$ cat config.mk
export PLATFORM = sky130hd
export DESIGN_NAME = adc_autoseq
export DESIGN_NICKNAME = d
export VERILOG_FILES = /design/src/rtl/adc_seq_pkg.sv /design/src/rtl/adc_seq_irq.sv /design/src/rtl/adc_seq_results.sv /design/src/rtl/adc_seq_ctrl.sv /design/src/rtl/adc_autoseq.sv
export SDC_FILE = /design/constraint.sdc
export NUM_CORES = 1
export LEC_CHECK = 0
export CORE_UTILIZATION = 40
export DETAILED_ROUTE_END_ITERATION = 7
export PLACE_DENSITY = 0.72
export SLEW_MARGIN = 10
export SYNTH_ARGS = -nofsm -noshare
export SYNTH_HDL_FRONTEND = slang
export SYNTH_SLANG_ARGS = --single-unit
$ cat constraint.sdc
create_clock -name clk -period 12.8 [get_ports clk]
set_input_delay 2.56 -clock clk [delete_from_list [all_inputs] [get_ports clk]]
set_output_delay 2.56 -clock clk [all_outputs]
set_load 0.1 [all_outputs]
$ cat src/rtl/adc_seq_pkg.sv
package adc_seq_pkg;
  typedef enum logic {PH_IDLE, PH_WAIT} seq_phase_e;
  typedef enum logic {OWN_A, OWN_B} seq_owner_e;
endpackage

$ cat src/rtl/adc_seq_irq.sv
module adc_seq_irq (
  input  logic clk,
  input  logic rst_n,
  input  logic eos,
  input  logic seq_clr,
  input  logic int_en,
  input  logic int_mode,
  input  logic int_clr,
  output logic int_flag,
  output logic eos_buf
);
  logic flag_q, flag_d, ebuf_q, ebuf_d, set_now;

  always_comb begin
    set_now = eos && int_en && (!int_mode || ebuf_q);
    flag_d  = flag_q;
    if (int_clr) flag_d = 1'b0;
    if (set_now) flag_d = 1'b1;
    ebuf_d = ebuf_q;
    if (seq_clr) ebuf_d = 1'b0;
    if (eos)     ebuf_d = !ebuf_q;
  end

  always_ff @(posedge clk or negedge rst_n) begin
    if (!rst_n) begin
      flag_q <= 1'b0;
      ebuf_q <= 1'b0;
    end else begin
      flag_q <= flag_d;
      ebuf_q <= ebuf_d;
    end
  end

  assign int_flag = flag_q;
  assign eos_buf  = ebuf_q;


  flag_rise_chk: assert property (@(posedge clk) disable iff (!rst_n)
    $rose(flag_q) |-> $past(eos && int_en));

  flag_clear_chk: assert property (@(posedge clk) disable iff (!rst_n)
    (int_clr && !eos) |=> !flag_q);
endmodule

$ cat src/rtl/adc_seq_results.sv
module adc_seq_results #(
  parameter int NSLOT = 16,
  parameter int DW    = 12,
  localparam int PW   = $clog2(NSLOT)
) (
  input  logic                clk,
  input  logic                rst_n,
  input  logic                wr_en,
  input  logic [PW-1:0]       wr_idx,
  input  logic [DW-1:0]       wr_data,
  output logic [NSLOT*DW-1:0] results
);
  for (genvar g = 0; g < NSLOT; g++) begin : g_slot
    logic [DW-1:0] res_q;
    logic          hit;
    assign hit = wr_en && (wr_idx == PW'(g));
    always_ff @(posedge clk or negedge rst_n) begin
      if (!rst_n)   res_q <= '0;
      else if (hit) res_q <= wr_data;
    end
    assign results[g*DW +: DW] = res_q;
  end
endmodule

$ cat src/rtl/adc_seq_ctrl.sv
module adc_seq_ctrl
  import adc_seq_pkg::*;
#(
  parameter int NSLOT = 16,
  parameter int CHW   = 4,
  localparam int PW   = $clog2(NSLOT),
  localparam int HALF = NSLOT / 2,
  localparam int PWB  = $clog2(HALF)
) (
  input  logic                 clk,
  input  logic                 rst_n,
  input  logic                 cascade,
  input  logic                 cont_run,
  input  logic [PW-1:0]        max_a,
  input  logic [PWB-1:0]       max_b,
  input  logic [NSLOT*CHW-1:0] chan_sel,
  input  logic                 trig_a,
  input  logic                 trig_b,
  input  logic                 rst_a,
  input  logic                 rst_b,
  input  logic                 conv_done,
  output logic                 conv_start,
  output logic [CHW-1:0]       conv_chan,
  output logic                 busy_a,
  output logic                 busy_b,
  output logic [PW-1:0]        ptr_a,
  output logic [PWB-1:0]       ptr_b,
  output logic [PW-1:0]        conv_cnt,
  output logic                 eos_a,
  output logic                 eos_b,
  output logic                 seq_clr_a,
  output logic                 seq_clr_b,
  output logic                 wr_en,
  output logic [PW-1:0]        wr_idx
);
  localparam logic [PW-1:0] BASE_B = PW'(HALF);

  seq_phase_e       phase_q, phase_d;
  seq_owner_e       owner_q, owner_d;
  logic             busy_a_q, busy_a_d, busy_b_q, busy_b_d;
  logic [PW-1:0]    ptr_a_q, ptr_a_d, cnt_q, cnt_d;
  logic [PWB-1:0]   ptr_b_q, ptr_b_d;
  logic             start_q, start_d;
  logic [CHW-1:0]   chan_q, chan_d;

  logic [PW-1:0]    max_eff_a, nxt_a, abs_b, nxt_abs_b;
  logic [PWB-1:0]   lo_nxt_a, nxt_b;
  logic             last_a, last_b;

  function automatic logic [CHW-1:0] pick(input logic [PW-1:0] idx);
    return chan_sel[CHW*int'(idx) +: CHW];
  endfunction

  // wrap points and sequence lengths for the active mode
  always_comb begin
    lo_nxt_a  = ptr_a_q[PWB-1:0] + 1'b1;
    nxt_a     = cascade ? (ptr_a_q + 1'b1) : {{(PW-PWB){1'b0}}, lo_nxt_a};
    max_eff_a = cascade ? max_a : {{(PW-PWB){1'b0}}, max_a[PWB-1:0]};
    nxt_b     = ptr_b_q + 1'b1;
    abs_b     = BASE_B + {{(PW-PWB){1'b0}}, ptr_b_q};
    nxt_abs_b = BASE_B + {{(PW-PWB){1'b0}}, nxt_b};
    last_a    = (cnt_q == max_eff_a);
    last_b    = (cnt_q == {{(PW-PWB){1'b0}}, max_b});
  end

  always_comb begin
    phase_d  = phase_q;
    owner_d  = owner_q;
    busy_a_d = busy_a_q;
    busy_b_d = busy_b_q;
    ptr_a_d  = ptr_a_q;
    ptr_b_d  = ptr_b_q;
    cnt_d    = cnt_q;
    start_d  = 1'b0;
    chan_d   = chan_q;
    eos_a    = 1'b0;
    eos_b    = 1'b0;
    wr_en    = 1'b0;
    wr_idx   = (owner_q == OWN_A) ? ptr_a_q : abs_b;

    seq_clr_a = rst_a && !busy_a_q;
    seq_clr_b = rst_b && !busy_b_q;
    if (seq_clr_a) ptr_a_d = '0;
    if (seq_clr_b) ptr_b_d = '0;
    if (trig_a && !busy_a_q) busy_a_d = 1'b1;
    if (trig_b && !busy_b_q) busy_b_d = 1'b1;

    unique case (phase_q)
      PH_IDLE: begin
        if (busy_a_q) begin
          owner_d = OWN_A;
          phase_d = PH_WAIT;
          start_d = 1'b1;
          chan_d  = pick(ptr_a_q);
        end else if (busy_b_q) begin
          owner_d = OWN_B;
          phase_d = PH_WAIT;
          start_d = 1'b1;
          chan_d  = pick(abs_b);
        end
      end
      PH_WAIT: begin
        if (conv_done) begin
          wr_en = 1'b1;
          if (owner_q == OWN_A) begin
            if (last_a) begin
              eos_a    = 1'b1;
              cnt_d    = '0;
              phase_d  = PH_IDLE;
              busy_a_d = cont_run;
              ptr_a_d  = cont_run ? '0 : nxt_a;
            end else begin
              cnt_d   = cnt_q + 1'b1;
              ptr_a_d = nxt_a;
              start_d = 1'b1;
              chan_d  = pick(nxt_a);
            end
          end else begin
            if (last_b) begin
              eos_b    = 1'b1;
              cnt_d    = '0;
              phase_d  = PH_IDLE;
              busy_b_d = cont_run;
              ptr_b_d  = cont_run ? '0 : nxt_b;
            end else begin
              cnt_d   = cnt_q + 1'b1;
              ptr_b_d = nxt_b;
              start_d = 1'b1;
              chan_d  = pick(nxt_abs_b);
            end
          end
        end
      end
      default: phase_d = PH_IDLE;
    endcase
  end

  always_ff @(posedge clk or negedge rst_n) begin
    if (!rst_n) begin
      phase_q  <= PH_IDLE;
      owner_q  <= OWN_A;
      busy_a_q <= 1'b0;
      busy_b_q <= 1'b0;
      ptr_a_q  <= '0;
      ptr_b_q  <= '0;
      cnt_q    <= '0;
      start_q  <= 1'b0;
      chan_q   <= '0;
    end else begin
      phase_q  <= phase_d;
      owner_q  <= owner_d;
      busy_a_q <= busy_a_d;
      busy_b_q <= busy_b_d;
      ptr_a_q  <= ptr_a_d;
      ptr_b_q  <= ptr_b_d;
      cnt_q    <= cnt_d;
      start_q  <= start_d;
      chan_q   <= chan_d;
    end
  end

  assign conv_start = start_q;
  assign conv_chan  = chan_q;
  assign busy_a     = busy_a_q;
  assign busy_b     = busy_b_q;
  assign ptr_a      = ptr_a_q;
  assign ptr_b      = ptr_b_q;
  assign conv_cnt   = cnt_q;


  start_owner_chk: assert property (@(posedge clk) disable iff (!rst_n)
    conv_start |-> (busy_a_q || busy_b_q));

  casc_b_idle_chk: assert property (@(posedge clk) disable iff (!rst_n)
    $rose(busy_b_q) |-> $past(!cascade));

  trig_source_chk: assert property (@(posedge clk) disable iff (!rst_n)
    $rose(busy_a_q) |-> $past(trig_a));

  cnt_idle_chk: assert property (@(posedge clk) disable iff (!rst_n)
    (!busy_a_q && !busy_b_q) |-> (cnt_q == '0));

  a_first_chk: assert property (@(posedge clk) disable iff (!rst_n)
    (conv_start && $past(phase_q == PH_IDLE) && $past(busy_a_q)) |-> (owner_q == OWN_A));
endmodule

$ cat src/rtl/adc_autoseq.sv
module adc_autoseq #(
  parameter int NSLOT = 16,
  parameter int CHW   = 4,
  parameter int DW    = 12,
  localparam int PW   = $clog2(NSLOT),
  localparam int PWB  = $clog2(NSLOT / 2)
) (
  input  logic                 clk,
  input  logic                 rst_n,
  input  logic                 cascade_mode,
  input  logic                 cont_run,
  input  logic [PW-1:0]        max_conv_a,
  input  logic [PWB-1:0]       max_conv_b,
  input  logic [NSLOT*CHW-1:0] chan_sel,
  input  logic                 sw_start_a,
  input  logic                 sw_start_b,
  input  logic                 pwm_trig_a,
  input  logic                 pwm_trig_b,
  input  logic                 ext_trig,
  input  logic                 pwm_a_en,
  input  logic                 pwm_b_en,
  input  logic                 ext_en,
  input  logic                 seq_rst_a,
  input  logic                 seq_rst_b,
  input  logic                 int_en_a,
  input  logic                 int_en_b,
  input  logic                 int_mode_a,
  input  logic                 int_mode_b,
  input  logic                 int_clr_a,
  input  logic                 int_clr_b,
  output logic                 conv_start,
  output logic [CHW-1:0]       conv_chan,
  input  logic                 conv_done,
  input  logic [DW-1:0]        conv_data,
  output logic                 busy_a,
  output logic                 busy_b,
  output logic [PW-1:0]        ptr_a,
  output logic [PWB-1:0]       ptr_b,
  output logic [PW-1:0]        conv_cnt,
  output logic                 int_flag_a,
  output logic                 int_flag_b,
  output logic                 eos_buf_a,
  output logic                 eos_buf_b,
  output logic [NSLOT*DW-1:0]  results
);
  logic [1:0]    rst_sync_q;
  logic          rst_int_n;
  logic          trig_a, trig_b, eos_a, eos_b, clr_a, clr_b, wr_en;
  logic [PW-1:0] wr_idx;

  // asynchronous assertion, synchronous release
  always_ff @(posedge clk or negedge rst_n) begin
    if (!rst_n) rst_sync_q <= 2'b00;
    else        rst_sync_q <= {rst_sync_q[0], 1'b1};
  end
  assign rst_int_n = rst_sync_q[1];

  // trigger routing per mode
  always_comb begin
    trig_a = sw_start_a || (pwm_trig_a && pwm_a_en) || (ext_trig && ext_en)
             || (cascade_mode && pwm_trig_b && pwm_b_en);
    trig_b = !cascade_mode && (sw_start_b || (pwm_trig_b && pwm_b_en));
  end

  adc_seq_ctrl #(.NSLOT(NSLOT), .CHW(CHW)) u_ctrl (
    .clk(clk), .rst_n(rst_int_n), .cascade(cascade_mode), .cont_run(cont_run),
    .max_a(max_conv_a), .max_b(max_conv_b), .chan_sel(chan_sel),
    .trig_a(trig_a), .trig_b(trig_b), .rst_a(seq_rst_a), .rst_b(seq_rst_b),
    .conv_done(conv_done), .conv_start(conv_start), .conv_chan(conv_chan),
    .busy_a(busy_a), .busy_b(busy_b), .ptr_a(ptr_a), .ptr_b(ptr_b),
    .conv_cnt(conv_cnt), .eos_a(eos_a), .eos_b(eos_b),
    .seq_clr_a(clr_a), .seq_clr_b(clr_b), .wr_en(wr_en), .wr_idx(wr_idx)
  );

  adc_seq_irq u_irq_a (
    .clk(clk), .rst_n(rst_int_n), .eos(eos_a), .seq_clr(clr_a),
    .int_en(int_en_a), .int_mode(int_mode_a), .int_clr(int_clr_a),
    .int_flag(int_flag_a), .eos_buf(eos_buf_a)
  );

  adc_seq_irq u_irq_b (
    .clk(clk), .rst_n(rst_int_n), .eos(eos_b), .seq_clr(clr_b),
    .int_en(int_en_b), .int_mode(int_mode_b), .int_clr(int_clr_b),
    .int_flag(int_flag_b), .eos_buf(eos_buf_b)
  );

  adc_seq_results #(.NSLOT(NSLOT), .DW(DW)) u_res (
    .clk(clk), .rst_n(rst_int_n), .wr_en(wr_en), .wr_idx(wr_idx),
    .wr_data(conv_data), .results(results)
  );
endmodule

-- Yosys cells after proc, flatten, opt, wreduce, memory -nomap -nowiden
Index checks and enable logic that the tools add are counted.
- $add $sub $neg: 6
- multipliers: 0
- divide/modulo/power cells: 0
- magnitude comparators: 0
- equality and inequality tests: 21
- shift operators: 4
- multiplexer cells: 64
- bitwise operators: 1
- reductions and logical operators: 52
- operators with widths (operator ; count):
    $shiftx A64 B7 Y4 ; 4
    $mux W4 ; 18
    $mux W1 ; 37
    $eq A4 B4 Y1 const B ; 8
    $logic_and A1 B1 Y1 ; 30
    $mux W3 ; 6
    $eq A4 B3 Y1 const B ; 4
    $reduce_bool A2 Y1 ; 5
    $add A4 B1 Y4 const B ; 2
    $add A4 B3 Y4 const A ; 2
    $eq A4 B2 Y1 const B ; 2
    $pmux W4 S2 ; 1
    $logic_not A1 Y1 ; 7
    $add A3 B1 Y3 const B ; 2
    $logic_or A1 B1 Y1 ; 6
    $ne A3 B3 Y1 const B ; 2
    $eq A4 B1 Y1 const B ; 1
    $eq A4 B3 Y1 ; 1
    $eq A4 B4 Y1 ; 1
    $logic_not A4 Y1 ; 1
    $pmux W1 S2 ; 2
    $reduce_and A2 Y1 ; 2
    $reduce_and A4 Y1 ; 1
    $ne A3 B1 Y1 const B ; 1
    2 further kinds ; 2
- register bits after elaboration: 218
- latch bits: 0
- memory bits (writable): 0
- ROM bits: 0
- input bits: 104
- output and inout bits: 214
- logic and storage cells: 178
- memories: 0

-- Longest topological paths before layout
- depth after elaboration: 10
- mapped depth: 8
- depth with buffers taken out: 7

-- Cells and area by module
Synthesis repeated with hierarchy kept, for this count alone.
- cell total of the unflattened synthesis: 651
- area, all modules: 9435.3 um^2
- by module, submodules not included (module ; instances ; cells each ; area each (um^2) ; seq. area each (um^2)):
    adc_seq_results ; 1 ; 436 ; 7369.6 ; 4804.6
    adc_seq_ctrl ; 1 ; 191 ; 1801.7 ; 500.5
    adc_seq_irq ; 2 ; 8 ; 88.8 ; 50.0
    adc_autoseq ; 1 ; 8 ; 86.3 ; 50.0

-- Least setup slack after synthesis
No wires, ideal clock.
- path type: input to register
- start point: input port max_conv_a[0]
- end point: register u_ctrl.chan_q[0] (netlist: u_ctrl.conv_chan[0])
- library setup time: 0.083 ns
- data arrival time: 4.010 ns
- required time: 12.717 ns
- path slack: 8.708 ns
- cell stages on the path: 7
- path buffers: 1
- path through: xor2_1 or4_1 a21o_1 a31o_4 and2_4 buf_6 a31oi_1
- cells in the longest elaborated chain, start to end: 4
- ends and longest elaborated chain (item ; RTL line ; text):
    start, declared ; adc_autoseq.sv:12 ; input logic [PW-1:0] max_conv_a,
    $mux W4 ; adc_seq_ctrl.sv:58 ; max_eff_a = cascade ? max_a : {{(PW-PWB){1'b0}}, max_a[PWB-1:0]};
    $eq A4 B4 Y1 ; adc_seq_ctrl.sv:62 ; last_a = (cnt_q == max_eff_a);
    $ne A3 B3 Y1 (no source line) ; n/a ;
    $reduce_and A4 Y1 (no source line) ; n/a ;
    end signal, assigned ; adc_seq_ctrl.sv:158 ; chan_q <= chan_d;
    end, declared ; adc_seq_ctrl.sv:44 ; logic [CHW-1:0] chan_q, chan_d;
No other way between the ends.
A chain may end at the register's enable or synchronous reset.

-- Worst setup path after layout
- start point: register u_ctrl.busy_a_q (netlist: u_ctrl.busy_a)
- end point: output port busy_a
- RTL lines (item ; RTL line ; text):
    start, declared ; adc_seq_ctrl.sv:40 ; logic busy_a_q, busy_a_d, busy_b_q, busy_b_d;
    start signal, assigned ; adc_seq_ctrl.sv:152 ; busy_a_q <= busy_a_d;
    end, declared ; adc_autoseq.sv:35 ; output logic busy_a,
No word-level cell between the ends.

==> impl_metrics.yaml <==
run_status:
  outcome: "finished clean"
timing:
  slew_viol_final: 0
  timing.final.setup_violations: 0
  post-route-period-util: 0.3839
  worstMarginPinSlew_ns: 1.209
  timing_hold_violations_final: 0
  clk_skew_ns: 0.02098
  post_layout_minimum_cycle_time_ns: 4.914
  slew_headroom: 0.1908
  grt_setup_unrepaired: "false"
  setup_slack_ns: 7.886
  clock.fmax_mhz: 203.5
  min_hold_slack_ns: 0.3560
  setup-tns-final_ns: 0
finish:
  filler_cell_count: 1868
  most-common-layout-cells: "clkdlybuf4s50_1, dfrtp_1, mux2_2"
  area.sequential_um2: 5459
  layout-area-overhead-vs-synth_pct: 44.56
  final_common_cell: "clkdlybuf4s50_1"
  layout-drive-gt1-share: 0.2505
  multi_input_area_um2: 3684
  final_nets: 1081
  final_cell_area_um2: 13560
  number_of_inserted_diodes: 0
logic_synthesis:
  synth_area_per_cell_um2: 14.11
  syn_area_um2: 9380
  yosysWarningCount: 0
  synth.yosys.seq_area_share: 0.5816
  synth-edff-count: 0
  number_of_flip_flops_and_latches_in_the_synthesized_netlist: 218
  mappedNetlistNets: 772
  synth_flop_cell: "dfrtp_1"
  ys_async_sr_fraction: 1.000
  synthesis.instances: 665
  ys_types: 48
clock_tree:
  htreeDepth: 1
  clk_transition_reported_paths_ns: 0.06
  cts_num_sinks: 218
  cts-root-buf: "clkbuf_16"
  cts_inserted_buffers: 23
  cts_repair_resize_count: 0
  tritoncts: "built"
  cts_setup_buffers: 0
  cts.path.max_buffers: 3
  hold_buffers: 0
  worst_skew_pair.late_latency_ns: 0.52
global_route:
  maximum_number_of_pins_on_one_net_before_global_route_repair: 78
  antenna_found_initial: 0
  grt_pass1_wl_mm: 42.21
  grt_overflow_total: 0
  first_global_vias: 6970
  grtUsageTotal: 0.2323
floorplanning:
  io-pin-count: 318
  initial_utilization: 0.4106
  chipWidth_um: 155.1
  design.die.area_um2: 24070
  die_height_um: 155.1
  core_area_um2: 22850
  rows: 55
worst_setup_path:
  critical_path.endpoint_type: "output port"
  critical-path-slowest-cell: "clkdlybuf4s50_1"
  setup.worst_path.class: "register to output port"
  cp_top_family: "buffers and inverters"
  crit_path_cell_trace: "clkdlybuf4s50_1"
  slowest_cell_delay_on_critical_path_ns: 1.22
  critPathMaxFanout: 10
  cp.arrival_ns: 2.35
  critical_path_required_ns: 10.24
  reg2reg_setup_slack_ns: 9.90
  worstPathBufferInverterCount: 1
  reg2regPathDepth: 5
  start_kind: "register"
  r2r-end: "u_res.g_slot[3].res_q[11]$_DFFE_PN0P_"
  regToRegStartpoint: "u_ctrl.owner_q$_DFFE_PN0P_"
route:
  wl_mm: 28.00
  routed-via-count: 6578
  detailedRoute.firstPassIterationCount: 4
  drt.antenna.violating_nets: 0
  wl_per_cell_um: 21.49
  drc_violations_left: 0
  first_iter_violations: 347
  via_per_inst: 5.048
min_path:
  holdPathStages: 0
  hold_path_startpoint: "rst_sync_q[0]$_DFF_PN0_"
  path_category_of_the_worst_min_delay_check: "register to register"
  hold-path-endpoint: "rst_sync_q[1]$_DFF_PN0_"
placement:
  io_buffer_count: 317
  place_congestion: 0.8307
  dpl_cell_area_um2: 12760
  detailedPlace.worstSlack_ns: 7.674
  detailedPlacementHpwl_mm: 19.86
job:
  number_of_max_cap_violations: 0
cell families after synthesis:
group | count (synthesis) | share of synthesized area
buf+inv | 45 | 0.02601
xor+xnor | 9 | 0.008403
mux | 252 | 0.2967
compound gates | 61 | 0.04495
other cells | 1 | 0.0003998
simple gates | 76 | 0.03802
fa+ha+maj | 3 | 0.004002
flops | 218 | 0.5816
per-stage QoR:
stage                     utilization  instances
after floorplan                     -        665
after global placement         0.5587       1262
after detailed placement       0.5587       1262
after CTS                      0.5934       1303
after global routing           0.5935       1303
final                          0.5935       1303
registers in the layout, indices dropped and copies added (netlist names):
register,count
rst_sync_q,2
u_ctrl.busy_a,1
u_ctrl.busy_b,1
u_ctrl.conv_chan,4
u_ctrl.conv_cnt,4
u_ctrl.conv_start,1
u_ctrl.owner_q,1
u_ctrl.phase_q,1
u_ctrl.ptr_a,4
u_ctrl.ptr_b,3
u_irq_a.eos_buf,1
u_irq_a.int_flag,1
u_irq_b.eos_buf,1
u_irq_b.int_flag,1
u_res.g_slot.res_q,192
routing by layer:
layer / global-route usage / routed length, um
met1: 0.2751 / 11140
met2: 0.4013 / 13650
met3: 0.08468 / 2781
met4: 0.05375 / 431
met5: 0 / 0
synthesized netlist by cell type (all sizes together) (5+ instances only):
library cell,instances,area (um^2)
dfrtp,218,5455
inv,8,30.03
o22ai,5,31.28
mux2,198,2230
nand3,8,40.04
mux2i,54,553.0
nor2,17,63.81
a21o,5,38.79
xnor2,5,43.79
nand2,30,112.6
o21ai,12,60.06
a22oi,9,67.56
buf,25,168.9
a21oi,14,70.07
clkbuf,12,45.04
worst max-delay path by stage:
stage,slack [ns],to,cells past startpoint,startpoint
after floorplan,6.28,u_ctrl.busy_a$_DFF_PN0_,0,rst_sync_q[1]$_DFF_PN0_
after global placement,7.74,u_res.g_slot[3].res_q[3]$_DFFE_PN0P_,5,conv_done
after detailed placement,7.67,u_res.g_slot[3].res_q[9]$_DFFE_PN0P_,5,conv_done
after CTS,7.88,busy_a,1,u_ctrl.busy_a$_DFF_PN0_
after global routing,7.84,busy_a,1,u_ctrl.busy_a$_DFF_PN0_
final,7.89,busy_a,1,u_ctrl.busy_a$_DFF_PN0_
layout make-up:
type                            instances  share of cell area
Sequential cell                       218              0.4026
Multi-Input combinational cell        402              0.2716
Timing Repair Buffer                  321              0.2362
Clock buffer                           32             0.04715
Tap cell                              313             0.02888
Clock inverter                          9             0.01135
Inverter                                8            0.002214
Power is not shown: default switching activity piles up to over one toggle a cycle in this logic, so the estimate is an artifact.
